===== config.mk =====
export PLATFORM = sky130hd
export DESIGN_NAME = dcc_mailbox
export DESIGN_NICKNAME = d
export VERILOG_FILES = /design/src/rtl/dcc_pkg.sv /design/src/rtl/dcc_tx_word.sv /design/src/rtl/dcc_rx_word.sv /design/src/rtl/dcc_ins_slot.sv /design/src/rtl/dcc_err_sticky.sv /design/src/rtl/dcc_mailbox.sv
export SDC_FILE = /design/constraint.sdc
export NUM_CORES = 1
export LEC_CHECK = 0
export CORE_AREA = 3 3 156 158
export CTS_CLUSTER_DIAMETER = 30
export CTS_CLUSTER_SIZE = 12
export DETAILED_ROUTE_END_ITERATION = 6
export DIE_AREA = 0 0 159 161
export GPL_TIMING_DRIVEN = 0
export SLEW_MARGIN = 25
export SYNTH_ARGS = -nofsm -noshare
export SYNTH_HDL_FRONTEND = slang
export SYNTH_SLANG_ARGS = --single-unit

===== constraint.sdc =====
create_clock -name clk -period 2.8 [get_ports clk]
set_input_delay 0.56 -clock clk [delete_from_list [all_inputs] [get_ports clk]]
set_output_delay 0.56 -clock clk [all_outputs]
set_load 0.01 [all_outputs]

===== src/rtl/dcc_pkg.sv =====
package dcc_pkg;
  localparam int unsigned ERR_TXU = 0;
  localparam int unsigned ERR_RXO = 1;
  localparam int unsigned ERR_INO = 2;
  localparam int unsigned ERR_SRC = 3;
  localparam int unsigned ERR_CUM = ERR_SRC;
  localparam int unsigned ERR_W   = ERR_SRC + 1;

  typedef logic [ERR_SRC-1:0] err_evt_t;
  typedef logic [ERR_W-1:0]   err_vec_t;
endpackage


===== src/rtl/dcc_tx_word.sv =====
module dcc_tx_word #(
  parameter int unsigned DW = 32
) (
  input  logic          clk,
  input  logic          rst_n,
  input  logic          core_ld,
  input  logic [DW-1:0] core_data,
  input  logic          dbg_rd,
  input  logic          dbg_ld,
  input  logic [DW-1:0] dbg_data,
  output logic [DW-1:0] word,
  output logic          full,
  output logic          under_evt
);
  logic [DW-1:0] word_q, word_d;
  logic          full_q, full_d;
  logic          word_en, flag_en;

  always_comb begin
    word_d  = word_q;
    full_d  = full_q;
    word_en = core_ld | dbg_ld;
    flag_en = core_ld | dbg_rd;
    if (core_ld)     word_d = core_data;
    else if (dbg_ld) word_d = dbg_data;
    if (core_ld)     full_d = 1'b1;
    else if (dbg_rd) full_d = 1'b0;
  end

  always_ff @(posedge clk or negedge rst_n) begin
    if (!rst_n) begin
      word_q <= '0;
      full_q <= 1'b0;
    end else begin
      if (word_en) word_q <= word_d;
      if (flag_en) full_q <= full_d;
    end
  end

  assign word      = word_q;
  assign full      = full_q;
  assign under_evt = dbg_rd & ~full_q;

  assert_core_load_sets_full_R1: assert property (@(posedge clk) disable iff (!rst_n)
    core_ld |=> full_q);
  assert_dbg_read_clears_R5: assert property (@(posedge clk) disable iff (!rst_n)
    (dbg_rd && !core_ld) |=> !full_q);
  assert_dbg_write_keeps_flag_R5: assert property (@(posedge clk) disable iff (!rst_n)
    (dbg_ld && !core_ld && !dbg_rd) |=> $stable(full_q));
  assert_core_data_wins_R11: assert property (@(posedge clk) disable iff (!rst_n)
    core_ld |=> (word_q == $past(core_data)));
endmodule


===== src/rtl/dcc_rx_word.sv =====
module dcc_rx_word #(
  parameter int unsigned DW = 32
) (
  input  logic          clk,
  input  logic          rst_n,
  input  logic          core_ld,
  input  logic [DW-1:0] core_data,
  input  logic          core_rd,
  input  logic          dbg_ld,
  input  logic [DW-1:0] dbg_data,
  output logic [DW-1:0] word,
  output logic          full,
  output logic          over_evt
);
  logic [DW-1:0] word_q, word_d;
  logic          full_q, full_d;
  logic          accept, word_en, flag_en;

  always_comb begin
    accept  = dbg_ld & ~full_q & ~core_ld;
    word_d  = word_q;
    full_d  = full_q;
    word_en = core_ld | accept;
    flag_en = core_rd | accept;
    if (core_ld)     word_d = core_data;
    else if (accept) word_d = dbg_data;
    if (core_rd)     full_d = 1'b0;
    else if (accept) full_d = 1'b1;
  end

  always_ff @(posedge clk or negedge rst_n) begin
    if (!rst_n) begin
      word_q <= '0;
      full_q <= 1'b0;
    end else begin
      if (word_en) word_q <= word_d;
      if (flag_en) full_q <= full_d;
    end
  end

  assign word     = word_q;
  assign full     = full_q;
  assign over_evt = dbg_ld & full_q;

  assert_core_read_clears_R2: assert property (@(posedge clk) disable iff (!rst_n)
    core_rd |=> !full_q);
  assert_core_dw_write_keeps_flag_R3: assert property (@(posedge clk) disable iff (!rst_n)
    (core_ld && !core_rd) |=> $stable(full_q));
  assert_dbg_write_sets_full_R6: assert property (@(posedge clk) disable iff (!rst_n)
    (dbg_ld && !full_q && !core_ld && !core_rd) |=> full_q);
  assert_overrun_drops_data_R8: assert property (@(posedge clk) disable iff (!rst_n)
    (dbg_ld && full_q && !core_ld) |=> $stable(word_q));
endmodule


===== src/rtl/dcc_ins_slot.sv =====
module dcc_ins_slot #(
  parameter int unsigned DW = 32
) (
  input  logic          clk,
  input  logic          rst_n,
  input  logic          dbg_ld,
  input  logic [DW-1:0] dbg_data,
  input  logic          done,
  output logic [DW-1:0] word,
  output logic          empty,
  output logic          over_evt
);
  logic [DW-1:0] word_q, word_d;
  logic          empty_q, empty_d;
  logic          accept, slot_en;

  always_comb begin
    accept  = dbg_ld & empty_q;
    word_d  = accept ? dbg_data : word_q;
    empty_d = empty_q;
    if (accept)    empty_d = 1'b0;
    else if (done) empty_d = 1'b1;
    slot_en = accept | done;
  end

  always_ff @(posedge clk or negedge rst_n) begin
    if (!rst_n) begin
      word_q  <= '0;
      empty_q <= 1'b1;
    end else if (slot_en) begin
      word_q  <= word_d;
      empty_q <= empty_d;
    end
  end

  assign word     = word_q;
  assign empty    = empty_q;
  assign over_evt = dbg_ld & ~empty_q;

  assert_accept_fills_slot_R9: assert property (@(posedge clk) disable iff (!rst_n)
    (dbg_ld && empty_q) |=> !empty_q);
  assert_busy_write_discarded_R9: assert property (@(posedge clk) disable iff (!rst_n)
    (dbg_ld && !empty_q) |=> $stable(word_q));
  assert_done_frees_slot_R9: assert property (@(posedge clk) disable iff (!rst_n)
    (done && !dbg_ld) |=> empty_q);
endmodule


===== src/rtl/dcc_err_sticky.sv =====
module dcc_err_sticky
  import dcc_pkg::*;
(
  input  logic     clk,
  input  logic     rst_n,
  input  err_evt_t set_evt,
  input  logic     clr,
  input  err_vec_t clr_mask,
  output err_vec_t flags
);
  err_vec_t flags_q, flags_d;
  err_vec_t set_all;
  logic     flag_en;

  assign set_all = {|set_evt, set_evt};

  for (genvar i = 0; i < int'(ERR_W); i++) begin : g_bit
    always_comb begin
      flags_d[i] = set_all[i] | (flags_q[i] & ~(clr & clr_mask[i]));
    end
  end

  assign flag_en = clr | (|set_evt);

  always_ff @(posedge clk or negedge rst_n) begin
    if (!rst_n) flags_q <= '0;
    else if (flag_en) flags_q <= flags_d;
  end

  assign flags = flags_q;

  for (genvar i = 0; i < int'(ERR_SRC); i++) begin : g_chk
    assert_event_sets_bit_R10: assert property (@(posedge clk) disable iff (!rst_n)
      set_evt[i] |=> flags_q[i]);
  end

  assert_cumulative_follows_R10: assert property (@(posedge clk) disable iff (!rst_n)
    (|set_evt) |=> flags_q[ERR_CUM]);
  assert_sticky_hold_R10: assert property (@(posedge clk) disable iff (!rst_n)
    (!clr && set_evt == '0) |=> $stable(flags_q));
endmodule


===== src/rtl/dcc_mailbox.sv =====
module dcc_mailbox
  import dcc_pkg::*;
#(
  parameter int unsigned DW = 32
) (
  input  logic            clk,
  input  logic            rst_n,
  input  logic            core_tx_wr,
  input  logic [DW-1:0]   core_tx_wdata,
  input  logic            core_rx_rd,
  output logic [DW-1:0]   core_rx_rdata,
  input  logic            core_dw_wr,
  input  logic [2*DW-1:0] core_dw_wdata,
  input  logic            core_dw_rd,
  output logic [2*DW-1:0] core_dw_rdata,
  input  logic            dbg_tx_rd,
  output logic [DW-1:0]   dbg_tx_rdata,
  input  logic            dbg_tx_wr,
  input  logic [DW-1:0]   dbg_tx_wdata,
  input  logic            dbg_rx_rd,
  output logic [DW-1:0]   dbg_rx_rdata,
  input  logic            dbg_rx_wr,
  input  logic [DW-1:0]   dbg_rx_wdata,
  input  logic            dbg_ins_wr,
  input  logic [DW-1:0]   dbg_ins_wdata,
  input  logic            ins_done,
  output logic [DW-1:0]   ins_word,
  output logic            ins_pending,
  output logic            dbg_ins_empty,
  input  logic            dbg_err_clr,
  input  logic [ERR_W-1:0] dbg_err_clr_mask,
  output logic [ERR_W-1:0] dbg_err_flags,
  output logic            tx_full,
  output logic            rx_full
);
  localparam int unsigned LO_HI = DW;

  logic          tx_core_ld, rx_core_ld, rx_core_rd;
  logic [DW-1:0] tx_core_data;
  logic [DW-1:0] tx_word, rx_word, slot_word;
  logic          tx_under, rx_over, ins_over, slot_empty;
  err_evt_t      err_evt;

  always_comb begin
    tx_core_ld   = core_tx_wr | core_dw_wr;
    tx_core_data = core_dw_wr ? core_dw_wdata[LO_HI-1:0] : core_tx_wdata;
    rx_core_ld   = core_dw_wr;
    rx_core_rd   = core_rx_rd | core_dw_rd;
  end

  dcc_tx_word #(.DW(DW)) u_tx (
    .clk(clk), .rst_n(rst_n),
    .core_ld(tx_core_ld), .core_data(tx_core_data),
    .dbg_rd(dbg_tx_rd), .dbg_ld(dbg_tx_wr), .dbg_data(dbg_tx_wdata),
    .word(tx_word), .full(tx_full), .under_evt(tx_under)
  );

  dcc_rx_word #(.DW(DW)) u_rx (
    .clk(clk), .rst_n(rst_n),
    .core_ld(rx_core_ld), .core_data(core_dw_wdata[2*DW-1:LO_HI]),
    .core_rd(rx_core_rd), .dbg_ld(dbg_rx_wr), .dbg_data(dbg_rx_wdata),
    .word(rx_word), .full(rx_full), .over_evt(rx_over)
  );

  dcc_ins_slot #(.DW(DW)) u_ins (
    .clk(clk), .rst_n(rst_n),
    .dbg_ld(dbg_ins_wr), .dbg_data(dbg_ins_wdata), .done(ins_done),
    .word(slot_word), .empty(slot_empty), .over_evt(ins_over)
  );

  always_comb begin
    err_evt          = '0;
    err_evt[ERR_TXU] = tx_under;
    err_evt[ERR_RXO] = rx_over;
    err_evt[ERR_INO] = ins_over;
  end

  dcc_err_sticky u_err (
    .clk(clk), .rst_n(rst_n),
    .set_evt(err_evt), .clr(dbg_err_clr), .clr_mask(dbg_err_clr_mask),
    .flags(dbg_err_flags)
  );

  assign core_rx_rdata = rx_word;
  assign dbg_rx_rdata  = rx_word;
  assign dbg_tx_rdata  = tx_word;
  assign core_dw_rdata = {tx_word, rx_word};
  assign ins_word      = slot_word;
  assign ins_pending   = ~slot_empty;
  assign dbg_ins_empty = slot_empty;

  assert_core_single_op_R11: assert property (@(posedge clk) disable iff (!rst_n)
    $onehot0({core_tx_wr, core_rx_rd, core_dw_wr, core_dw_rd}));
  assert_dw_read_keeps_tx_R4: assert property (@(posedge clk) disable iff (!rst_n)
    (core_dw_rd && !dbg_tx_rd && !dbg_tx_wr) |=> $stable(tx_full));
  assert_dbg_rx_read_keeps_flag_R6: assert property (@(posedge clk) disable iff (!rst_n)
    (dbg_rx_rd && !dbg_rx_wr && !rx_core_rd) |=> $stable(rx_full));
endmodule


* Yosys cells after proc, flatten, opt, wreduce, memory -nomap -nowiden
Cells that the tools add are included.
Storage, ports and cells: bits in read-only memories 0, memories 0, logic and storage cells 64, output and inout bits 200, register bits 103, bits of input ports 209, latch bits 0, memory bits (writable) 0
Cells by class: $add $sub $neg 0, multiplexer cells 11, reduce and logical (&&, ||, !) cells 12, multiply operators 0, shifts and indexed selects 0, order comparisons 0, bitwise logic cells 34, divide/modulo/power cells 0, equality and inequality tests 0
Operators by type and width (number):
- $mux W32 | 5
- $and A1 B1 Y1 | 14
- $or A1 B1 Y1 | 12
- $reduce_and A2 Y1 | 6
- $reduce_bool A2 Y1 | 5
- $not A1 Y1 | 8
- $mux W1 | 6
- $reduce_or A3 Y1 | 1

* Depth between registers and ports, before layout
depth in word-level cells 5, depth in mapped cells 6, depth with buffers taken out 3

* By module
A second synthesis with hierarchy kept.
Unflattened totals: cell total of the unflattened synthesis 547, area, all modules 6556.3 µm²
Modules (own cells, without submodules):
- dcc_rx_word | sequential area each 825.8 µm², times used 1, area each 2189.6 µm², cells an instance 185
- dcc_tx_word | sequential area each 825.8 µm², times used 1, area each 1546.5 µm², cells an instance 143
- dcc_ins_slot | sequential area each 827.0 µm², times used 1, area each 1393.8 µm², cells an instance 72
- dcc_mailbox | sequential area each 0.0 µm², times used 1, area each 1277.5 µm², cells an instance 135
- dcc_err_sticky | sequential area each 100.1 µm², times used 1, area each 148.9 µm², cells an instance 12

* Worst setup path after synthesis
Ideal clock, no wire load.
kind input-to-reg, start input port core_dw_wr, end register u_tx.word_q[24] (netlist: u_tx.word[24]), path slack 1.224 ns, arrival time 1.439 ns, required time 2.663 ns, stages on the path 6, path buffers 3, library setup time 0.137 ns, cells stage by stage buf_6 or3_1 buf_2 buf_6 o22ai_2 a21oi_1
On the way: word-level cells in the longest chain between the ends 3, elaborated cells on any way between the ends 6, classes of those cells mux: 2; bitwise: 2; reduce/logical: 2
Ends and longest elaborated chain:
- from (decl) | line dcc_mailbox.sv:12 | input logic core_dw_wr,
- $or A1 B1 Y1 | line dcc_mailbox.sv:45 | tx_core_ld = core_tx_wr | core_dw_wr;
- $reduce_bool A2 Y1 (no line) or $or A1 B1 Y1 (tied branches)
- $reduce_and A2 Y1 (no line)
- to (signal assigned) | line dcc_tx_word.sv:35 | if (word_en) word_q <= word_d;
- to (decl) | line dcc_tx_word.sv:15 | logic [DW-1:0] word_q, word_d;
Parallel ways exist; a longest one is shown, timed or not. A chain may end at the register's enable or synchronous reset.

* Worst setup path after layout
start register u_ins.empty_q (netlist: u_ins.empty), end output port ins_pending
On the way: word-level cells in the longest chain between the ends 1
Ends and longest elaborated chain:
- from (decl) | line dcc_ins_slot.sv:14 | logic empty_q, empty_d;
- from (signal assigned) | line dcc_ins_slot.sv:32 | empty_q <= empty_d;
- $not A1 Y1 | line dcc_mailbox.sv:89 | assign ins_pending = ~slot_empty;
- to (decl) | line dcc_mailbox.sv:28 | output logic ins_pending,
Every way passes these cells.

==> qor.yml <==
status:
  status: "finished clean"
placed_design:
  gp_congestion: 0.763
  port_buffers: 406
  pre_cts_ws_ns: 0.501
  dp_hpwl_um: 18200
setup_path:
  setup.worst_path.start: "u_ins.empty$_DFFE_PN1P_"
  crit_path_end_kind: "output pin"
  worstSetupStartpointType: "flip-flop"
  path_class: "reg2out"
  cp_max_fo: 4
  worstReg2RegStart: "u_rx.full$_DFFE_PN0P_"
  worstPathRequired_ns: 2.24
  cp.arrival_ns: 1.47
clock_network:
  root_buffer: "clkbuf_16"
  cts_tree: "done"
  clk_latency_ns: 0.35
  path_clk_slew_ns: 0.08
  post_cts_buffers: 0
  postCtsHoldBufs: 0
  cts_buffers: 9
  cts_htree_levels: 3
  cts.sinks: 103
  ctsLongestPathBuffers: 2
  cts_resized: 0
timing:
  setup_ws_ns: 0.770
  fin_setup_tns_ns: 0
  rsz0062_at_grt: "false"
  timing.final.crit_share: 0.725
  max_slew_margin: 0.503
  period_minus_slack_ns: 2.03
  setup_viol: 0
  fin_worst_skew_ns: 0.00700
  clock.fmax_mhz: 493
  tightestPinTransition_ns: 0.746
  report.final.slew_viol_count: 0
  finalHoldViolCount: 0
pwr:
  ir_drop_mv: 0.257
  power_leakage_nw: 4.44
  powerDensity_nw_per_um2: 495
global_routing:
  grt_pass1_wl_um: 33600
  grt_max_degree: 55
  grt_pass1_vias: 5562
  grt_overflow_total: 0
  grt_usage: 0.171
  antenna_found_initial: 2
synthesis:
  synth_cell_type_count: 22
  syn_area_per_cell_um2: 11.3
  synth_area_um2: 5750
  synthTopCellsByArea: "dfrtp_1, mux2_2, buf_4"
  yosysTopAreaCell: "dfrtp_1"
  ys_seq_area_frac: 0.448
  synth.most_common_cell: "dfrtp_1"
  synth_ff_type: "dfrtp_1"
  synthCells: 509
  synth_common_cells: "dfrtp_1, buf_4, mux2_2"
  synthArstFlopShare: 1.00
  ys_warn_count: 0
  netlist.area_leader.share: 0.444
  synth_edf_count: 0
  syn_nets: 718
  ys_ff_latch: 103
routing:
  drt_pass1_iterations: 4
  drc_errors: 0
  drt-initial-drc-count: 140
  ant_nets: 0
  avgViaCountPerCell: 4.21
  via_count: 5262
  routed_wirelength_um: 22500
  wl_per_cell_um: 18.0
die:
  dieArea_um2: 25600
  die_h_um: 161
  rows: 56
  io_pins: 409
  die_w_um: 159
  start_util: 0.247
  coreArea_um2: 23300
finish:
  syn2layout_area_growth_pct: 83.3
  num-nets-final: 1136
  antennaDiodeCount: 0
  layout-drive-gt1-share: 0.283
  utilization: 0.453
hold_path:
  hold_class: "in2async"
job:
  timing.max_cap.violations: 0
[routing by layer]
layer	vias up	global-route usage	wire (um)
li1	2493	-	-
met1	2499	0.194	8810
met2	243	0.314	11700
met3	23	0.0531	1660
met4	4	0.0406	362
met5	-	0	40
[flip-flops by register name, summed over array words and instances, names as in the netlist]
register,cells
u_err.flags,4
u_ins.empty,1
u_ins.word,32
u_rx.full,1
u_rx.word,32
u_tx.full,1
u_tx.word,32
[cells in the final DEF, fill, tap and decap left out, types with 14 or more instances in the layout]
master	count
a21oi_1	33
a22o_1	33
buf_2	14
buf_4	101
clkdlybuf4s50_1	405
dfrtp_1	102
inv_1	35
mux2_2	95
nor2_1	32
o22ai_2	30
[cells by family after synthesis]
logic type / after synthesis / synth area share
AO/OA/AOI/OAI: 102 / 0.151
buffers and inverters: 162 / 0.180
AND/OR/NAND/NOR: 45 / 0.0305
multiplexers: 97 / 0.190
flip-flops: 103 / 0.448
[report_power, final]
| part | leakage, nW | internal (mW) | switching, mW |
|---|---|---|---|
| logic | 3.11 | 1.34 | 0.684 |
| clock network | 0.144 | 0.652 | 0.644 |
| registers | 1.19 | 1.72 | 0.175 |
| total | 4.44 | 3.71 | 1.50 |
[per-stage QoR]
step | instances | total power [mW] | area [um2] | hold slack (ns)
6_report | 1251 | 5.21 | 10500 | 0.154
2_1_floorplan | 509 | 2.71 | 5750 | 0.264
4_1_cts | 1251 | 5.30 | 10500 | 0.159
5_1_grt | 1251 | 5.49 | 10500 | 0.171
3_5_place_dp | 1235 | 3.97 | 10200 | 0.470
3_3_place_gp | 1234 | 3.95 | 10200 | 0.460
[layout make-up]
| class | instances | area [um2] |
|---|---|---|
| Clock buffer | 10 | 239 |
| Clock inverter | 6 | 61.3 |
| Sequential cell | 103 | 2580 |
| Fill cell | 2309 | 12700 |
| Buffer | 127 | 903 |
| Timing Repair Buffer | 407 | 4090 |
| Multi-Input combinational cell | 244 | 2140 |
| Inverter | 35 | 131 |
| Tap cell | 319 | 399 |
[final timing paths]
path / end / cells after the start / slack (ns)
min in group clk: u_err.flags[2]$_DFFE_PN0P_ / 2 / 0.48
min: u_tx.word[17]$_DFFE_PN0P_ / 1 / 0.15
max: ins_pending / 2 / 0.77
max in group asynchronous: u_ins.empty$_DFFE_PN1P_ / 2 / 1.96
max reg2reg: u_rx.word[1]$_DFFE_PN0P_ / 4 / 1.32
min reg2reg: u_err.flags[2]$_DFFE_PN0P_ / 2 / 0.48
[worst max-delay path, cell delays in order, from the launching register on]
cell             delay, ns
dfstp_2               0.55
inv_1                 0.08
clkdlybuf4s50_1       0.49
Power figures use the tool's default switching activity.
